<file path="config.mk">
export PLATFORM = sky130hd
export DESIGN_NAME = spi_byte_master
export DESIGN_NICKNAME = d
export VERILOG_FILES = /design/src/rtl/spi_byte_pkg.sv /design/src/rtl/spi_clk_div.sv /design/src/rtl/spi_shift_engine.sv /design/src/rtl/spi_reg_window.sv /design/src/rtl/spi_byte_master.sv
export SDC_FILE = /design/constraint.sdc
export NUM_CORES = 1
export LEC_CHECK = 0
export ABC_CLOCK_PERIOD_IN_PS = 2000
export BUFFER_PORTS_ARGS = -buffer_cell sky130_fd_sc_hd__buf_2
export CORE_UTILIZATION = 35
export DETAILED_ROUTE_END_ITERATION = 10
export GPL_ROUTABILITY_DRIVEN = 0
export MAX_ROUTING_LAYER = met4
export PLACE_DENSITY = 0.54
export SETUP_SLACK_MARGIN = 0.4
export SLEW_MARGIN = 20
export SYNTH_ARGS = -nofsm -noshare
export SYNTH_HDL_FRONTEND = slang
export SYNTH_HIERARCHICAL = 1
export SYNTH_SLANG_ARGS = --single-unit
</file>
<file path="constraint.sdc">
create_clock -name clk -period 2 [get_ports clk]
set_clock_uncertainty 0.05 [all_clocks]
set_input_delay 0.3 -clock clk [delete_from_list [all_inputs] [get_ports clk]]
set_output_delay 0.3 -clock clk [all_outputs]
set_load 0.02 [all_outputs]
</file>
<file path="src/rtl/spi_byte_pkg.sv">
package spi_byte_pkg;
  localparam int BYTE_W     = 8;
  localparam int FRAME_BITS = 8;
  localparam int EDGES      = 2 * FRAME_BITS;
  localparam int EDGE_W     = $clog2(EDGES);
  localparam int ADDR_W     = 3;
  localparam int DIV_W      = 8;
  localparam int CNT_W      = DIV_W + 2;

  localparam logic [ADDR_W-1:0] OFF_MODE = 3'd0;
  localparam logic [ADDR_W-1:0] OFF_RXD  = 3'd1;
  localparam logic [ADDR_W-1:0] OFF_TXD  = 3'd2;
  localparam logic [ADDR_W-1:0] OFF_CTRL = 3'd3;
  localparam logic [ADDR_W-1:0] OFF_STAT = 3'd4;
  localparam logic [ADDR_W-1:0] OFF_CDIV = 3'd6;

  localparam int START_BIT  = 0;
  localparam int STAT_READY = 0;
  localparam int STAT_BUSY  = 1;

  typedef struct packed {
    logic lead_latch;
    logic enable;
    logic lsb_first;
    logic idle_high;
    logic loopback;
  } mode_t;

  localparam int MODE_W = $bits(mode_t);

  // last divider count of a half SCK period: 2*(D+1) - 1
  function automatic logic [CNT_W-1:0] half_last(input logic [DIV_W-1:0] d);
    return ({2'b00, d} << 1) + CNT_W'(1);
  endfunction

  function automatic logic out_bit(input logic [BYTE_W-1:0] sh, input logic lsb);
    return lsb ? sh[0] : sh[BYTE_W-1];
  endfunction

  function automatic logic [BYTE_W-1:0] out_advance(input logic [BYTE_W-1:0] sh,
                                                    input logic lsb);
    return lsb ? {1'b0, sh[BYTE_W-1:1]} : {sh[BYTE_W-2:0], 1'b0};
  endfunction

  function automatic logic [BYTE_W-1:0] in_accept(input logic [BYTE_W-1:0] sh,
                                                  input logic b, input logic lsb);
    return lsb ? {b, sh[BYTE_W-1:1]} : {sh[BYTE_W-2:0], b};
  endfunction
endpackage

</file>
<file path="src/rtl/spi_clk_div.sv">
module spi_clk_div
  import spi_byte_pkg::*;
(
  input  logic             clk,
  input  logic             rst_n,
  input  logic             run,
  input  logic [DIV_W-1:0] divisor,
  output logic             tick
);
  logic [CNT_W-1:0] cnt_q;
  logic [CNT_W-1:0] last;

  assign last = half_last(divisor);
  assign tick = run && (cnt_q == last);

  always_ff @(posedge clk or negedge rst_n) begin
    if (!rst_n)          cnt_q <= '0;
    else if (!run || tick) cnt_q <= '0;
    else                 cnt_q <= cnt_q + CNT_W'(1);
  end
endmodule

</file>
<file path="src/rtl/spi_shift_engine.sv">
module spi_shift_engine
  import spi_byte_pkg::*;
(
  input  logic              clk,
  input  logic              rst_n,
  input  logic              start,
  input  logic [BYTE_W-1:0] tx_byte,
  input  logic              tick,
  input  logic              cpha,
  input  logic              lsb,
  input  logic              ser_in,
  output logic              running,
  output logic              busy,
  output logic              phase,
  output logic              ser_out,
  output logic              done,
  output logic [BYTE_W-1:0] rx_byte
);
  localparam logic [EDGE_W-1:0] LAST_EDGE = EDGE_W'(EDGES - 1);

  logic              run_q, tail_q, phase_q;
  logic [EDGE_W-1:0] edge_q;
  logic [BYTE_W-1:0] tx_sh, rx_sh, rx_q;
  logic              sample_now, shift_now;
  logic [BYTE_W-1:0] rx_next;

  assign sample_now = tick && (cpha ? edge_q[0] : ~edge_q[0]);
  assign shift_now  = tick && !sample_now && !(cpha && edge_q == '0);
  assign done       = tick && (edge_q == LAST_EDGE);
  assign rx_next    = in_accept(rx_sh, ser_in, lsb);

  always_ff @(posedge clk or negedge rst_n) begin
    if (!rst_n) begin
      run_q   <= 1'b0;
      tail_q  <= 1'b0;
      phase_q <= 1'b0;
      edge_q  <= '0;
      tx_sh   <= '0;
      rx_sh   <= '0;
      rx_q    <= '0;
    end else begin
      tail_q <= done;
      if (start) begin
        run_q   <= 1'b1;
        phase_q <= 1'b0;
        edge_q  <= '0;
        tx_sh   <= tx_byte;
        rx_sh   <= '0;
      end else if (tick) begin
        edge_q  <= edge_q + EDGE_W'(1);
        phase_q <= ~phase_q;
        if (sample_now) rx_sh <= rx_next;
        if (shift_now)  tx_sh <= out_advance(tx_sh, lsb);
        if (done) begin
          run_q <= 1'b0;
          rx_q  <= sample_now ? rx_next : rx_sh;
        end
      end
    end
  end

  assign running = run_q;
  assign busy    = run_q | tail_q;
  assign phase   = phase_q;
  assign ser_out = out_bit(tx_sh, lsb);
  assign rx_byte = rx_q;
endmodule

</file>
<file path="src/rtl/spi_reg_window.sv">
module spi_reg_window
  import spi_byte_pkg::*;
(
  input  logic              clk,
  input  logic              rst_n,
  input  logic              wr_en,
  input  logic              rd_en,
  input  logic [ADDR_W-1:0] addr,
  input  logic [BYTE_W-1:0] wdata,
  input  logic              busy,
  input  logic              done,
  input  logic [BYTE_W-1:0] rx_byte,
  output logic [BYTE_W-1:0] rdata,
  output mode_t             mode,
  output logic [BYTE_W-1:0] tx_byte,
  output logic [DIV_W-1:0]  divisor,
  output logic              start,
  output logic              rx_ready
);
  mode_t             mode_q;
  logic [BYTE_W-1:0] tx_q;
  logic [DIV_W-1:0]  div_q;
  logic              ready_q;

  assign start = wr_en && (addr == OFF_CTRL) && wdata[START_BIT]
                 && mode_q.enable && !busy;

  always_ff @(posedge clk or negedge rst_n) begin
    if (!rst_n) begin
      mode_q  <= '0;
      tx_q    <= '0;
      div_q   <= '0;
      ready_q <= 1'b0;
    end else begin
      if (wr_en && addr == OFF_MODE) mode_q <= mode_t'(wdata[MODE_W-1:0]);
      if (wr_en && addr == OFF_TXD)  tx_q   <= wdata;
      if (wr_en && addr == OFF_CDIV) div_q  <= wdata[DIV_W-1:0];
      if (done)                             ready_q <= 1'b1;
      else if (rd_en && addr == OFF_RXD)    ready_q <= 1'b0;
    end
  end

  always_comb begin
    rdata = '0;
    case (addr)
      OFF_MODE: rdata[MODE_W-1:0] = mode_q;
      OFF_RXD:  rdata = rx_byte;
      OFF_TXD:  rdata = tx_q;
      OFF_STAT: begin
        rdata[STAT_BUSY]  = busy;
        rdata[STAT_READY] = ready_q;
      end
      OFF_CDIV: rdata[DIV_W-1:0] = div_q;
      default:  rdata = '0;
    endcase
  end

  assign mode     = mode_q;
  assign tx_byte  = tx_q;
  assign divisor  = div_q;
  assign rx_ready = ready_q;
endmodule

</file>
<file path="src/rtl/spi_byte_master.sv">
module spi_byte_master
  import spi_byte_pkg::*;
(
  input  logic              clk,
  input  logic              rst_n,
  input  logic              wr_en,
  input  logic              rd_en,
  input  logic [ADDR_W-1:0] addr,
  input  logic [BYTE_W-1:0] wdata,
  output logic [BYTE_W-1:0] rdata,
  output logic              sck,
  output logic              mosi,
  input  logic              miso,
  output logic              irq
);
  mode_t             mode;
  logic [BYTE_W-1:0] tx_byte, rx_byte;
  logic [DIV_W-1:0]  divisor;
  logic              start_accept, edge_tick, xfer_done;
  logic              running, busy, phase, ser_out, ser_in, rx_ready;

  spi_reg_window u_regs (
    .clk(clk), .rst_n(rst_n), .wr_en(wr_en), .rd_en(rd_en), .addr(addr),
    .wdata(wdata), .busy(busy), .done(xfer_done), .rx_byte(rx_byte),
    .rdata(rdata), .mode(mode), .tx_byte(tx_byte), .divisor(divisor),
    .start(start_accept), .rx_ready(rx_ready)
  );

  spi_clk_div u_div (
    .clk(clk), .rst_n(rst_n), .run(running), .divisor(divisor), .tick(edge_tick)
  );

  assign ser_in = mode.loopback ? ser_out : miso;

  spi_shift_engine u_eng (
    .clk(clk), .rst_n(rst_n), .start(start_accept), .tx_byte(tx_byte),
    .tick(edge_tick), .cpha(~mode.lead_latch), .lsb(mode.lsb_first),
    .ser_in(ser_in), .running(running), .busy(busy), .phase(phase),
    .ser_out(ser_out), .done(xfer_done), .rx_byte(rx_byte)
  );

  assign sck  = mode.idle_high ^ phase;
  assign mosi = ser_out;
  assign irq  = rx_ready;
endmodule

</file>
; ---- After elaboration in Yosys (flattened, before gate mapping)
; Cells that the tools add are included.
[word_totals]
romBits = 0
latch_bits = 0
reg_bits = 63
n_memories = 0
word_cells = 84
out_inout_bits = 11
inputBits = 16
ramBits = 0
[op_classes]
reduce_logical = 28
div_mod_pow = 0
bitwise_logic = 6
multipliers = 0
order_cmp = 0
shift = 0
n_eq_ne = 7
muxes = 24
n_addsub = 3
[ops]
columns = operator, count
row1 = $mux 8, 8
row2 = $logic_and 1x1->1, 14
row3 = $pmux 3 s4, 1
row4 = $add 10x1->10 const B, 1
row5 = $add 9x1->10 const B, 1
row6 = $eq 10x10->1, 1
row7 = $mux 1, 10
row8 = $mux 10, 1
row9 = $pmux 2 s5, 1
row10 = $pmux 3 s3, 1
row11 = $mux 4, 2
row12 = $reduce_bool 2->1, 4
row13 = $eq 3x2->1 const B, 2
row14 = $eq 3x3->1 const B, 2
row15 = $add 4x1->4 const B, 1
row16 = $eq 4x4->1 const B, 1
row17 = $logic_not 1->1, 4
row18 = $logic_not 4->1, 1
row19 = $not 1->1, 4
row20 = $reduce_and 2->1, 2
row21 = $eq 3x1->1 const B, 1
row22 = $logic_not 3->1, 1
row23 = $reduce_and 3->1, 1
row24 = $logic_or 1x1->1, 1
row25 = other kinds (2), 2

; ---- Depth between registers and ports, before layout
[logic_depth]
ltp_word = 10
depth_mapped = 9
depth_no_buf = 7

; ---- Modules after synthesis
; Netlist, hierarchy kept.
[by_module_without_submodules]
columns = module, cells_per_inst, seq_area_each_um2, area_per_inst_um2, n_inst
row1 = spi_shift_engine, 146, 775.7, 1562.7, 1
row2 = spi_reg_window, 88, 550.5, 1184.9, 1
row3 = spi_clk_div, 54, 250.2, 550.5, 1
row4 = spi_byte_master, 3, 0.0, 27.5, 1

; ---- Worst setup path before layout
; Ideal clock, no wire load.
[synth_path]
kind = register to register
start = reg u_div.cnt_q[2]
end = reg u_eng.rx_q[3], in the netlist u_eng/rx_byte[3]
stages_incl_launch_ff = 10
setup_time_ns = 0.125
path_slack_ns = -0.178
period_less_slack_ns = 2.178
arrival_time_ns = 2.003
required_time_ns = 1.825
cell_sequence = dfrtp_1 -> xnor2_1 -> nand4_1 -> nor4_1 -> nand4_1 -> or2_1 -> buf_2 -> buf_6 -> nand2_1 -> o21ai_1
[synth_via]
elab_chain_len = 4
word_cells_on_any_way = 6
cone_classes = eq/ne: 1 / mux: 1 / reduce/logical: 4
[synth_rtl]
columns = item, line_no
row1 = "start, declared", spi_clk_div.sv:10  ; logic [CNT_W-1:0] cnt_q;
row2 = "start signal, assigned", spi_clk_div.sv:19  ; else cnt_q <= cnt_q + CNT_W'(1);
row3 = $eq 10x10->1 *, spi_clk_div.sv:14  ; assign tick = run && (cnt_q == last);
row4 = $logic_and 1x1->1 *, spi_clk_div.sv:14
row5 = net edge_tick, spi_byte_master.sv:19  ; logic start_accept, edge_tick, xfer_done;
row6 = $logic_and 1x1->1 (on tied branches), "spi_shift_engine.sv:29, spi_shift_engine.sv:27"
row7 = $reduce_and 3->1 (no source line) / $mux 8 (equally long branches), --
row8 = "end signal, assigned", spi_shift_engine.sv:56  ; rx_q <= sample_now ? rx_next : rx_sh;
row9 = "end, declared", spi_shift_engine.sv:23  ; logic [BYTE_W-1:0] tx_sh, rx_sh, rx_q;
; Mark *: on every way through the listed nets, which the timed path passes. The rest lies on a longest branch.
; A chain may end at the register's enable or synchronous reset.

; ---- Worst setup path in the final report
[layout_path]
start = reg u_eng.run_q, in the netlist u_eng/running
end = out rdata[1]
[layout_via]
elab_chain_len = 2
[layout_rtl]
columns = item, line_no
row1 = "start, declared", spi_shift_engine.sv:21  ; logic run_q, tail_q, phase_q;
row2 = "start signal, assigned", spi_shift_engine.sv:34  ; run_q <= 1'b0;
row3 = "start signal, assigned", spi_shift_engine.sv:44  ; run_q <= 1'b1;
row4 = "start signal, assigned", spi_shift_engine.sv:55  ; run_q <= 1'b0;
row5 = $or 1x1->1, spi_shift_engine.sv:63  ; assign busy = run_q | tail_q;
row6 = net busy, spi_byte_master.sv:20  ; logic running, busy, phase, ser_out, ser_in, rx_ready;
row7 = $pmux 2 s5, spi_reg_window.sv:45  ; case (addr)
row8 = "end, declared", spi_byte_master.sv:10  ; output logic [BYTE_W-1:0] rdata,
; The timed path passes the listed nets, and every way through them passes these cells.

==> metrics.md <==
| Metric | Value |
|---|---|
| Max VDD drop | 0.4531 mV |
| Average footprint of a synthesized cell | 11.43 um^2 |
| Most numerous cell types in the synthesized netlist | sky130_fd_sc_hd__dfrtp_1, sky130_fd_sc_hd__mux2_2, sky130_fd_sc_hd__nor2_1 |
| CP Launch Type | flip-flop |
| Number of clock buffers inserted by TritonCTS | 9 |
| Outcome | finished, violations left |
| Area share of the largest cell type after synthesis | 0.4740 |
| Flip-flop and latch count after synthesis | 63 |
| Fraction of the mapped netlist area in compound gates | 0.1057 |
| Setup-violating endpoint count in the final report | 1 |
| Dominant combinational cell family by area after synthesis | multiplexers |
| Count of synthesis-stage warnings from yosys | 6 |
| Total length of routed wires | 8832 um |
| Max Cap Violations | 0 |
| # clock sinks | 63 |
| Critical path's top delay family | flip-flops |
| Reg2Reg Depth | 7 |
| Count of flip-flops with a built-in enable after synthesis | 0 |
| Clk_lat worst skew | 350 ps |
| Number of pins exceeding their max-slew limit in the final report | 0 |
| Layout cell share with drive strength beyond 1 | 0.4891 |
| Share of the synthesized netlist area taken by xor and xnor gates | 0.05530 |
| WHS Endpoint | u_regs/tx_byte[5] |
| Global-route wire length before repair | between 10,000 and 15,000 um |
| Number of diodes | 0 |
| Largest cells by area after synthesis | sky130_fd_sc_hd__dfrtp_1, sky130_fd_sc_hd__mux2_2, sky130_fd_sc_hd__mux2i_1 |
| Initial core utilization | 0.3599 |
| All-Layer GR Usage | 0.1929 |
| Dpl ws | -63.70 ps |
| Htree depth | 3 |
| Top-Level Pins | 27 |
| Number of nets at the end of the flow | 380 |
| Total power density per cell area | 1012 mW/mm^2 |
| Category of the worst setup path capture point | output pin |
| First-pass detailed-route iteration total | 4 |
| Series of cell instances along the critical path | or2_4, mux2i_1, nor3b_1, a311o_1, buf_2 |
| Vias after detailed routing | 2,514 |
| Violated checks | setup timing |
| Library cells used by synthesis | 55 |
| Max clock buf depth | 2 |
| Area growth from synthesis to layout | 39.05% |
| Cell total after placement | around 450 |
| Detailed-route DRC error count | 0 |
| Area fraction in and, or, nand and nor cells after synthesis | 0.1396 |
| Die Footprint | 0.009896 mm^2 |
| Overall die height | 99.48 um |
| Overflow after GRT | 0 |
| Port Buf Inserts | 26 |
| Maximum number of pins on one net before global-route repair | 64 |
| Count of buffer and inverter cells on the critical path | 1 |
| Flop2flop setup slack | 20 ps |
| Clk Tree Root Cell | sky130_fd_sc_hd__clkbuf_8 |
| Period utilization | 1.033 |
| Static leakage | 2.035 nW |
| Remaining max-slew budget at the tightest pin | 0.7047 |
| Std-Cell Core Area | 0.009240 mm^2 |
| Die span in x | 99.48 um |
| WS Path Type | reg2out |
| Crit path DAT | around 1700 ps |
| Number of global-route vias before repair | 2,552 |
| Post-DR vias/cell | a little over 5 |
| Cell area after synthesis | about 0.0033 mm^2 |
| Antenna Violating Nets Remaining | 0 |
| Per-cell routed wire length | ~18 um |
| Endpoint of the most critical register-to-register path | u_eng/rx_byte[0] |
| HPWL Detailed | 5581 um |
| Number of placement rows | 35 |
| Shortest clock period the worst path allows after layout | 2065 ps |
| CP max-delay cell | sky130_fd_sc_hd__dfrtp_1 |
| Filler instances | 829 |
| Synthesized instance count | 291 |
| First DRT Iteration DRCs | about 150 |
| FF-to-FF Start | u_div/cnt_q[6] |
| Primary FF master, synth | sky130_fd_sc_hd__dfrtp_1 |
| CP Data Required Time | 1650 ps |
| Maximum achievable frequency | 484.2 MHz |
| Post-synthesis mux area share | 0.1727 |
| Maximum fanout along the worst path | 2 |
| Worst hold path type | in2reg |
| Most repeated cell in the gate-level netlist after synthesis | sky130_fd_sc_hd__dfrtp_1 |
| Worst-Margin Slew | 441.1 ps |
| Final Total Pwr | 4.679 mW |
| Least setup slack across all paths after layout | -65.33 ps |
| Hold Path Origin | wdata[5] |
| Stage delay of the slowest cell on the critical path | 390 ps |
| Non-filler instance count after layout | 495 |
| Number of antenna violations at the first check in global routing | 0 |
| CTS clock-pin slew for the worst setup and hold paths | 70 ps |
| Library cell with the largest summed area after synthesis | sky130_fd_sc_hd__dfrtp_1 |
| Post-synthesis sequential area ratio | 0.4740 |
| Post-synthesis share of cell area spent on full adders, half adders and majority gates | 0.01129 |
| Syn Nets | 310 |
| Setup repair after global routing missed its margin | yes |
| Final Hold Vio Count | 0 |
| Worst Hold Path Cells | 2 |
| TritonCTS clock tree | built |
| Async set or reset register ratio after synthesis | 1.000 |
## cell type report
| type | instances | area, um^2 | area share |
|---|---|---|---|
| Clock inverter | 4 | 52.55 | 0.01136 |
| Inverter | 7 | 26.28 | 0.005682 |
| Sequential cell | 63 | 1577 | 0.3409 |
| Multi-Input combinational cell | 206 | 1939 | 0.4194 |
| Clock buffer | 12 | 165.2 | 0.03571 |
| Tap cell | 129 | 161.4 | 0.03490 |
| Timing Repair Buffer | 74 | 703.2 | 0.1521 |
## layer usage
metal	share of wire	routed length (um)	vias up	track usage
li1	-	-	1178	-
met1	0.45	4004	1278	0.2608
met2	0.50	4440	48	0.2938
met3	0.030	262	10	0.02741
met4	0.014	126	0	0.07466
met5	0	0	-	-
## worst max path at each step
| stage | end | from | slack (ps) | cells past startpoint |
|---|---|---|---|---|
| after floorplan | u_eng/rx_byte[3] | u_div/cnt_q[2] | 30 | 9 |
| after global placement | u_eng/rx_byte[0] | u_regs/divisor[5] | -50 | 7 |
| after detailed placement | u_eng/rx_byte[0] | u_regs/divisor[5] | -60 | 7 |
| after CTS | rdata[1] | u_eng/tail_q | -20 | 5 |
| after global routing | rdata[1] | u_eng/running | -110 | 5 |
| final | rdata[1] | u_eng/running | -70 | 5 |
## state kept, by name, summed over array words and instances, names as in the netlist
signal           count
u_regs/rx_ready      1
u_regs/tx_byte       8
u_div/cnt_q         10
u_eng/phase          1
u_eng/edge_q         4
u_regs/mode          5
u_eng/tx_sh          8
u_eng/running        1
u_regs/divisor       8
u_eng/tail_q         1
u_eng/rx_byte        8
u_eng/rx_sh          8
## cell usage in the layout (no fill, tap or decap), drive strengths merged, types with 2 or more instances in the layout
master / synthesis / layout
xor2: 9 / 9
a21boi: 2 / 2
a2bb2oi: 3 / 3
mux2: 32 / 32
clkinvlp: 0 / 3
buf: 12 / 70
nor2b: 3 / 3
o21ai: 17 / 17
nand4b: 2 / 2
nand4: 5 / 5
nand2: 19 / 19
and3: 2 / 2
a31o: 6 / 6
mux2i: 21 / 21
inv: 7 / 7
ha: 3 / 3
nor4bb: 2 / 2
a22oi: 3 / 3
nand2b: 3 / 3
dfrtp: 63 / 63
clkbuf: 3 / 15
or2: 2 / 2
nor2: 25 / 25
o2bb2ai: 4 / 4
a21o: 2 / 2
nand3b: 2 / 2
nor3: 2 / 2
xnor2: 12 / 12
nor3b: 2 / 2
a21oi: 6 / 6
nand3: 6 / 6
## report_power, final
part	switching (mW)	total [mW]	leakage, nW	internal [mW]
Sequential	0.307	1.86	0.744	1.56
Clock	0.539	1.22	0.101	0.678
Combinational	0.758	1.60	1.19	0.842
Total	1.60	4.68	2.04	3.07
## timing repair
| action | in CTS | in global routing |
|---|---|---|
| buffers inserted | 18 | 3 |
| setup endpoints to repair | 48 | 50 |
| pin swaps | 12 | 22 |
| hold buffers | 1 | 0 |
| cloned | 1 | 2 |
| endpoints found under the hold margin | 63 | 0 |
| gates resized for setup | 63 | 37 |
## kinds of logic (layout without fill, tap and decap cells)
| family | count (synthesis) | in the layout |
|---|---|---|
| buf+inv | 22 | 97 |
| mux | 53 | 53 |
| xor+xnor | 21 | 21 |
| flops | 63 | 63 |
| simple gates | 80 | 80 |
| compound gates | 49 | 49 |
| fa+ha+maj | 3 | 3 |
## stage by stage
stage | utilization | hold WS (ps) | TNS (ps) | instance area [um^2]
final | 0.5005 | 164.2 | -65.33 | 4624
after floorplan | - | -45.59 | 0 | 3385
after CTS | 0.4730 | 152.4 | -21.78 | 4370
after detailed placement | 0.4034 | 300.1 | -403.0 | 3727
after global routing | 0.5005 | 159.2 | -657.5 | 4624
after global placement | 0.4034 | 301.7 | -240.1 | 3727
Power figures use the tool's default switching activity.
